--- config.mk ---
export PLATFORM = sky130hd
export DESIGN_NAME = uart_cts_flow
export DESIGN_NICKNAME = d
export VERILOG_FILES = /design/src/rtl/uart_cts_pkg.sv /design/src/rtl/cts_sync_edge.sv /design/src/rtl/cts_status.sv /design/src/rtl/tx_gate.sv /design/src/rtl/uart_cts_flow.sv
export SDC_FILE = /design/constraint.sdc
export NUM_CORES = 1
export LEC_CHECK = 0
export BUFFER_PORTS_ARGS = -buffer_cell sky130_fd_sc_hd__buf_2
export CORE_MARGIN = 10
export CORE_UTILIZATION = 36
export DETAILED_ROUTE_END_ITERATION = 10
export PLACE_DENSITY_LB_ADDON = 0.15
export SLEW_MARGIN = 0
export SYNTH_ARGS = -nofsm -noshare
export SYNTH_HDL_FRONTEND = slang
export SYNTH_HIERARCHICAL = 1
export SYNTH_SLANG_ARGS = --single-unit
--- constraint.sdc ---
create_clock -name clk -period 0.9 [get_ports clk]
set_input_delay 0.045 -clock clk [delete_from_list [all_inputs] [get_ports clk]]
set_output_delay 0.045 -clock clk [all_outputs]
set_load 0.01 [all_outputs]
--- src/rtl/uart_cts_pkg.sv ---
package uart_cts_pkg;
  // register word addresses
  localparam int ADDR_CTRL = 0;
  localparam int ADDR_INTR = 1;
  localparam int ADDR_ICLR = 2;
  localparam int ADDR_STAT = 3;

  // bit positions
  localparam int CTRL_TXEN_BIT = 8;
  localparam int CTRL_HWFC_BIT = 14;
  localparam int INTR_EN_OFS   = 16;
  localparam int INTR_CHG_BIT  = 1;
  localparam int INTR_CHG_EN   = INTR_EN_OFS + INTR_CHG_BIT;
  localparam int STAT_CTS_BIT  = 28;
  localparam int STAT_BUSY_BIT = 29;

  typedef struct packed {
    logic hwfc;
    logic txen;
  } tx_ctrl_t;
endpackage

--- src/rtl/cts_sync_edge.sv ---
module cts_sync_edge #(
  parameter int STAGES = 2
) (
  input  logic clk,
  input  logic rst,
  input  logic cts_n_async,
  output logic cts_active,
  output logic cts_edge
);
  localparam int TOP = STAGES - 1;

  logic [STAGES-1:0] chain_q;
  logic              last_q;

  always_ff @(posedge clk) begin
    if (rst) begin
      chain_q <= '0;
      last_q  <= 1'b0;
    end else begin
      chain_q <= {chain_q[STAGES-2:0], cts_n_async};
      last_q  <= chain_q[TOP];
    end
  end

  assign cts_edge   = chain_q[TOP] ^ last_q;
  assign cts_active = ~chain_q[TOP];

  initial begin
    AST_SYNC_DEPTH: assert (STAGES >= 2);
  end
endmodule

--- src/rtl/cts_status.sv ---
module cts_status (
  input  logic clk,
  input  logic rst,
  input  logic edge_i,
  input  logic clr_i,
  input  logic en_wr_i,
  input  logic en_d_i,
  output logic status_o,
  output logic enable_o,
  output logic irq_o
);
  logic status_n, enable_n;

  always_comb begin
    status_n = edge_i | (status_o & ~clr_i);
    enable_n = en_wr_i ? en_d_i : enable_o;
  end

  always_ff @(posedge clk) begin
    if (rst) begin
      status_o <= 1'b0;
      enable_o <= 1'b0;
      irq_o    <= 1'b0;
    end else begin
      status_o <= status_n;
      enable_o <= enable_n;
      irq_o    <= status_n & enable_n;
    end
  end

  AST_EDGE_RECORDED: assert property (@(posedge clk) disable iff (rst)
    edge_i |=> status_o);
  AST_IRQ_GATED: assert property (@(posedge clk) disable iff (rst)
    irq_o |-> (status_o && enable_o));
  AST_STATUS_HOLDS: assert property (@(posedge clk) disable iff (rst)
    (!edge_i && !clr_i) |=> $stable(status_o));
  AST_CLEAR_WORKS: assert property (@(posedge clk) disable iff (rst)
    (clr_i && !edge_i) |=> !status_o);
  AST_SET_BEATS_CLEAR: assert property (@(posedge clk) disable iff (rst)
    (edge_i && clr_i) |=> status_o);
endmodule

--- src/rtl/tx_gate.sv ---
module tx_gate (
  input  logic clk,
  input  logic rst,
  input  logic txen_i,
  input  logic hwfc_i,
  input  logic cts_active_i,
  input  logic tx_valid_i,
  input  logic tx_busy_i,
  output logic tx_start_o,
  output logic busy_flag_o
);
  logic allowed;

  assign allowed = txen_i & (~hwfc_i | cts_active_i);

  always_ff @(posedge clk) begin
    if (rst) begin
      tx_start_o  <= 1'b0;
      busy_flag_o <= 1'b0;
    end else begin
      tx_start_o  <= tx_valid_i & allowed & ~tx_busy_i & ~tx_start_o;
      busy_flag_o <= tx_busy_i | tx_start_o | (tx_valid_i & allowed);
    end
  end

  AST_START_NEEDS_CTS: assert property (@(posedge clk) disable iff (rst)
    (tx_start_o && $past(hwfc_i)) |-> $past(cts_active_i));
  AST_START_NEEDS_TXEN: assert property (@(posedge clk) disable iff (rst)
    tx_start_o |-> $past(txen_i));
  AST_NO_START_WHILE_BUSY: assert property (@(posedge clk) disable iff (rst)
    tx_start_o |-> !$past(tx_busy_i));
  AST_START_PULSE: assert property (@(posedge clk) disable iff (rst)
    tx_start_o |=> !tx_start_o);
  AST_BUSY_FALLS: assert property (@(posedge clk) disable iff (rst)
    $past(!tx_busy_i && !tx_start_o && !tx_valid_i) |-> !busy_flag_o);
endmodule

--- src/rtl/uart_cts_flow.sv ---
module uart_cts_flow
  import uart_cts_pkg::*;
#(
  parameter int DATA_W      = 32,
  parameter int ADDR_W      = 2,
  parameter int SYNC_STAGES = 2
) (
  input  logic              clk,
  input  logic              rst,
  input  logic              cts_n_async,
  input  logic              reg_wr,
  input  logic [ADDR_W-1:0] reg_addr,
  input  logic [DATA_W-1:0] reg_wdata,
  output logic [DATA_W-1:0] reg_rdata,
  input  logic              tx_valid,
  input  logic              tx_busy,
  output logic              tx_start,
  output logic              cts_irq
);
  localparam logic [ADDR_W-1:0] A_CTRL = ADDR_W'(ADDR_CTRL);
  localparam logic [ADDR_W-1:0] A_INTR = ADDR_W'(ADDR_INTR);
  localparam logic [ADDR_W-1:0] A_ICLR = ADDR_W'(ADDR_ICLR);
  localparam logic [ADDR_W-1:0] A_STAT = ADDR_W'(ADDR_STAT);

  tx_ctrl_t ctrl_q;
  logic     cts_active, cts_edge;
  logic     chg_status, chg_enable;
  logic     clr_hit, en_wr;
  logic     busy_flag;
  logic     unused_wdata;

  assign unused_wdata = ^reg_wdata;

  always_ff @(posedge clk) begin
    if (rst) begin
      ctrl_q <= '0;
    end else if (reg_wr && reg_addr == A_CTRL) begin
      ctrl_q.txen <= reg_wdata[CTRL_TXEN_BIT];
      ctrl_q.hwfc <= reg_wdata[CTRL_HWFC_BIT];
    end
  end

  assign clr_hit = reg_wr && (reg_addr == A_ICLR) && reg_wdata[INTR_CHG_BIT];
  assign en_wr   = reg_wr && (reg_addr == A_INTR);

  cts_sync_edge #(.STAGES(SYNC_STAGES)) u_sync (
    .clk         (clk),
    .rst         (rst),
    .cts_n_async (cts_n_async),
    .cts_active  (cts_active),
    .cts_edge    (cts_edge)
  );

  cts_status u_status (
    .clk      (clk),
    .rst      (rst),
    .edge_i   (cts_edge),
    .clr_i    (clr_hit),
    .en_wr_i  (en_wr),
    .en_d_i   (reg_wdata[INTR_CHG_EN]),
    .status_o (chg_status),
    .enable_o (chg_enable),
    .irq_o    (cts_irq)
  );

  tx_gate u_gate (
    .clk          (clk),
    .rst          (rst),
    .txen_i       (ctrl_q.txen),
    .hwfc_i       (ctrl_q.hwfc),
    .cts_active_i (cts_active),
    .tx_valid_i   (tx_valid),
    .tx_busy_i    (tx_busy),
    .tx_start_o   (tx_start),
    .busy_flag_o  (busy_flag)
  );

  always_ff @(posedge clk) begin
    if (rst) begin
      reg_rdata <= '0;
    end else begin
      reg_rdata <= '0;
      case (reg_addr)
        A_CTRL: begin
          reg_rdata[CTRL_TXEN_BIT] <= ctrl_q.txen;
          reg_rdata[CTRL_HWFC_BIT] <= ctrl_q.hwfc;
        end
        A_INTR: begin
          reg_rdata[INTR_CHG_EN]  <= chg_enable;
          reg_rdata[INTR_CHG_BIT] <= chg_status;
        end
        A_STAT: begin
          reg_rdata[STAT_BUSY_BIT] <= busy_flag;
          reg_rdata[STAT_CTS_BIT]  <= cts_active;
        end
        default: reg_rdata <= '0;
      endcase
    end
  end

  AST_ZERO_CLEAR_IGNORED: assert property (@(posedge clk) disable iff (rst)
    (reg_wr && reg_addr == A_ICLR && !reg_wdata[INTR_CHG_BIT] && chg_status)
      |=> chg_status);
  AST_NO_START_DISABLED: assert property (@(posedge clk) disable iff (rst)
    (!ctrl_q.txen && !$past(ctrl_q.txen)) |-> !tx_start);
endmodule

==> results of run 1 <==
## sequential cells by signal, summed over array words and instances (netlist names)
register / count
ctrl_q: 2
reg_rdata: 6
u_gate/busy_flag_o: 1
u_gate/tx_start_o: 1
u_status/enable_o: 1
u_status/irq_o: 1
u_status/status_o: 1
u_sync/chain_q: 2
u_sync/last_q: 1
## routing by layer
metal / wire [um] / GRT usage, % / vias to the layer above
li1: - / - / 247
met3: 138 / 1.82 / 2
met2: 701 / 9.36 / 24
met5: 0 / 0 / -
met4: 10 / 3.85 / 0
met1: 566 / 6.42 / 220
## cells in the mapped netlist, drive strengths merged
cell type / instances
and3b: 1
nor4: 1
a211oi: 1
and2: 2
nor2b: 1
conb: 1
buf: 26
nand3b: 1
a21oi: 1
and2b: 3
xor2: 1
nor2: 2
nor3: 1
o22ai: 1
and4bb: 2
mux2i: 3
dfxtp: 16
nand2b: 5
nor3b: 1
and4b: 3
inv: 2
## report_power, final
part	internal, mW	total, mW	switching (mW)
clock	0.246	0.464	0.218
sequential	0.729	0.738	0.00884
combinational	0.0669	0.171	0.104
total	1.04	1.37	0.331
## path summary, 6_finish.rpt
path	startpoint	endpoint	slack, ps	cells past startpoint
max	u_gate/tx_start_o$_SDFF_PP0_	tx_start	60	1
min	reg_wdata[14]	ctrl_q[1]$_SDFFE_PP0P_	20	3
max reg2reg	u_sync/chain_q[1]$_SDFF_PP0_	u_status/irq_o$_SDFF_PP0_	100	3
min reg2reg	u_sync/chain_q[0]$_SDFF_PP0_	u_sync/chain_q[1]$_SDFF_PP0_	460	1
## cell type report
type / count / area, um^2 / area share [%]
Clock buffer: 4 / 36.3 / 4.01
Sequential cell: 16 / 322 / 35.5
Timing Repair Buffer: 23 / 130 / 14.4
Multi-Input combinational cell: 56 / 374 / 41.4
Inverter: 2 / 7.51 / 0.830
Tap cell: 28 / 35.0 / 3.87
## metrics by stage
| step | std cells | worst slack, ps | cell area (um^2) |
|---|---|---|---|
| after detailed placement | 123 | 45.1 | 847 |
| after floorplan | 100 | 140 | 897 |
| after CTS | 129 | 50.2 | 903 |
| final | 129 | 60.2 | 905 |
| after global routing | 129 | 8.08 | 905 |
| after global placement | 123 | 47.5 | 847 |
## logic make-up (layout without fill, tap and decap cells)
| family | count (synthesis) | count (layout) | synth area share (%) |
|---|---|---|---|
| simple gates | 23 | 23 | 26.6 |
| buf+inv | 28 | 29 | 25.2 |
| compound gates | 3 | 3 | 2.96 |
| flops | 16 | 16 | 39.9 |
| xor+xnor | 1 | 1 | 1.09 |
| mux | 3 | 3 | 3.74 |
| other cells | 1 | 26 | 0.467 |
## repair_timing
action | 4_1_cts | 5_1_grt
hold buffers | 2 | 0
hold endpoints to repair | 2 | 0
gates resized for setup | 0 | 1
endpoints found under the setup margin | 0 | 1
==> impl_metrics.tcl, run 1 <==
set metrics [dict create \
    status "completed" \
    drc 0 \
    root_buffer "clkbuf_4" \
    row_count 17 \
    gr-total-overflow 0 \
    cp-start-kind "flop" \
    drive_gt1_share_pct 37.6 \
    path_delay_family "flip-flops" \
    drv_cap 0 \
    finalPower_mw 1.37 \
    yosysTopAreaCell "dfxtp_1" \
    power_density_nw_per_um2 1520 \
    syn_area_um2 803 \
    drt-initial-drc-count 1 \
    ant_nets 0 \
    gp_congestion 0.642 \
    dp_hpwl_um 1170 \
    die_area_um2 4520 \
    ys_types 22 \
    path_clk_slew_ps 90 \
    antenna_found_initial 0 \
    hold_ws_ps 18.8 \
    drtPass1Iterations 2 \
    synth.avg_cell_area_um2 10.7 \
    clock_latency_ps 280 \
    worstSetupEndpointType "output pin" \
    cp_slowest_cell "dfxtp_1" \
    maxSlewViolCount 0 \
    routedWlPerCell_um 11.0 \
    die_w_um 67.2 \
    nets 142 \
    drt-vias-per-instance 3.82 \
    dieHeight_um 67.2 \
    hold_viol_final 0 \
    synth.area.top_cells "dfxtp_1 40%, buf_4 24%, nand2b_1 3.9%, mux2i_1 3.7%, and2b_2 3.3%" \
    grt_pass1_vias 512 \
    holdCritPathClass "in -> reg" \
    setup_viol 0 \
    min_period_ps 840 \
    slowest_delay_ps 370 \
    insertedDiodeCount 0 \
    clockBufferDepth 2 \
    max_clock_freq_mhz 1190 \
    rsz0062_at_grt "no" \
    yosysSeqAreaShare_pct 39.9 \
    final_common_cell "conb_1" \
    period_share_pct 93.3 \
    yosysTopAreaCellShare_pct 39.9 \
    coreArea_um2 2170 \
    path_buf_inv 1 \
    crit_required_ps 850 \
    synth_cells 75 \
    drt_wl_total_um 1420 \
    io_pins 74 \
    ir_worst_vdd_mv 0.479 \
    fillers 245 \
    cp_max_fo 3 \
    final_util_pct 41.7 \
    critical_path_arrival_ps 790 \
    grt_first_pass_wirelength_um 2070 \
    grt_max_degree 18 \
    grt_usage_pct 5.79 \
    synth-seq-cells 16 \
    h-tree-depth 1 \
    yosys_warnings 6 \
    cp_cell_sequence "buf_2" \
    place.port_buffers 19 \
    clock-skew-final_ps 0.865 \
    leakagePower_nw 0.463 \
    crit_type "reg -> out" \
    start_util_pct 37.0 \
    final_cell_mix "26 x conb_1, 19 x buf_2, 15 x dfxtp_1" \
    numCtsBuffers 3 \
    cts_tree "yes" \
    dr_total_vias 493 \
    tns_ps 0 \
    post_cts_buffers 0 \
    areaGrowthSynthToFinish_pct 12.6 \
    cts_sinks 16 \
]
(Power assumes the default switching activity.)
==> run 2: changes to the inputs <==
- PLACE_DENSITY: unset -> 0.74
- PLACE_DENSITY_LB_ADDON: 0.15 -> unset
==> run 2 against run 1 <==
  * Routed wire length increased by 8.3%
  * Via count increased by 3.0%
  * Utilization unchanged
  * Critical path depth unchanged
  * Sequential share of layout area unchanged
  * Global-route usage increased by 0.37 points
  * Critical path type unchanged
  * Largest power group unchanged
==> impl_metrics.tcl, run 2 (same netlist as run 1, synthesis figures left out) <==
set metrics [dict create \
    cts_tree "yes" \
    final_common_cell "conb_1" \
    critical_path_arrival_ps 800 \
    max_clock_freq_mhz 1180 \
    status "completed" \
    clockBufferDepth 2 \
    numCtsBuffers 3 \
    grt_pass1_vias 546 \
    hold-path-cell-count 3 \
    finalPower_mw 1.37 \
    die_w_um 67.2 \
    routedWlPerCell_um 11.9 \
    ant_nets 0 \
    place.port_buffers 19 \
    post_cts_buffers 0 \
    dp_hpwl_um 1290 \
    hold_viol_final 0 \
    final_util_pct 41.7 \
    crit_required_ps 850 \
    holdCritPathClass "in -> reg" \
    reg_top3 "reg_rdata: 6 flops, ctrl_q: 2 flops, u_sync/chain_q: 2 flops" \
    start_util_pct 37.0 \
    drt_wl_total_um 1530 \
    tns_ps 0 \
    die_area_um2 4520 \
    cp-start-kind "flop" \
    largest_reg_flops 6 \
    rsz0062_at_grt "no" \
    ff2ff_path_depth 3 \
    row_count 17 \
    grt_usage_pct 6.16 \
    cts_sinks 16 \
    gp_congestion 0.713 \
    path_buf_inv 1 \
    cp.depth 1 \
    path_delay_family "flip-flops" \
    insertedDiodeCount 0 \
    cp_cell_sequence "buf_2" \
    hold_ws_ps 25.2 \
    drt-vias-per-instance 3.94 \
    clock_latency_ps 270 \
    worstSetupEndpointType "output pin" \
    crit_type "reg -> out" \
    drv_cap 0 \
    path_clk_slew_ps 90 \
    h-tree-depth 1 \
    drtPass1Iterations 3 \
    dr_total_vias 508 \
    nets 142 \
    root_buffer "clkbuf_4" \
    coreArea_um2 2170 \
    drc 0 \
    grt_first_pass_wirelength_um 2260 \
    min_period_ps 845 \
    leakagePower_nw 0.463 \
    grt_max_degree 18 \
    setup_viol 0 \
    registers.top_by_ff_count "reg_rdata" \
    placed_area_um2 847 \
    maxSlewViolCount 0 \
    io_pins 74 \
    dieHeight_um 67.2 \
    final_cell_mix "26 x conb_1, 19 x buf_2, 15 x dfxtp_1" \
    cp_max_fo 3 \
    power_density_nw_per_um2 1510 \
    drive_gt1_share_pct 37.6 \
    period_share_pct 93.9 \
    cp_slowest_cell "dfxtp_1" \
    ir_worst_vdd_mv 0.629 \
    design_area_um2 905 \
    gr-total-overflow 0 \
    drt-initial-drc-count 3 \
    areaGrowthSynthToFinish_pct 12.6 \
    slowest_delay_ps 380 \
    antenna_found_initial 0 \
    clock-skew-final_ps 2.69 \
]
## run 2: cell counts in the layout (fill, tap and decap cells not counted)
Identical to the previous run, type by type.
## run 2: what timing repair did
| action | 4_1_cts | 5_1_grt |
|---|---|---|
| hold endpoints to repair | 2 | 0 |
| setup endpoints to repair | 0 | 1 |
| hold buffers | 2 | 0 |
| resized for setup | 0 | 1 |
## run 2: worst paths after layout
kind,start,endpoint,slack [ps]
min reg2reg,u_sync/chain_q[0]$_SDFF_PP0_,u_sync/chain_q[1]$_SDFF_PP0_,460
max reg2reg,u_sync/chain_q[1]$_SDFF_PP0_,u_status/irq_o$_SDFF_PP0_,110
min,tx_valid,u_gate/tx_start_o$_SDFF_PP0_,30
max,u_gate/tx_start_o$_SDFF_PP0_,tx_start,60
## run 2: final cells by class
cell class                      count  area, um^2
Fill cell                         228        1260
Multi-Input combinational cell     56         374
Sequential cell                    16         322
Timing Repair Buffer               23         130
Clock buffer                        4        36.3
Tap cell                           28        35.0
Inverter                            2        7.51
## run 2: metal layers
metal | wire (um) | vias up | GRT usage [%]
met2 | 760 | 29 | 10.9
li1 | - | 247 | -
met3 | 162 | 0 | 2.48
met4 | 0 | 0 | 1.54
met5 | 0 | - | 0
met1 | 611 | 232 | 6.69
## run 2: where the power goes
group	total, mW	internal (mW)	switching [mW]
Clock	0.454	0.246	0.208
Sequential	0.738	0.729	0.00913
Combinational	0.174	0.0671	0.107
## run 2: metrics by stage
step	cells	worst slack (ps)
after floorplan	100	140
after detailed placement	123	49.0
after CTS	129	45.3
after global routing	129	8.99
final	129	55.3
after global placement	123	53.0
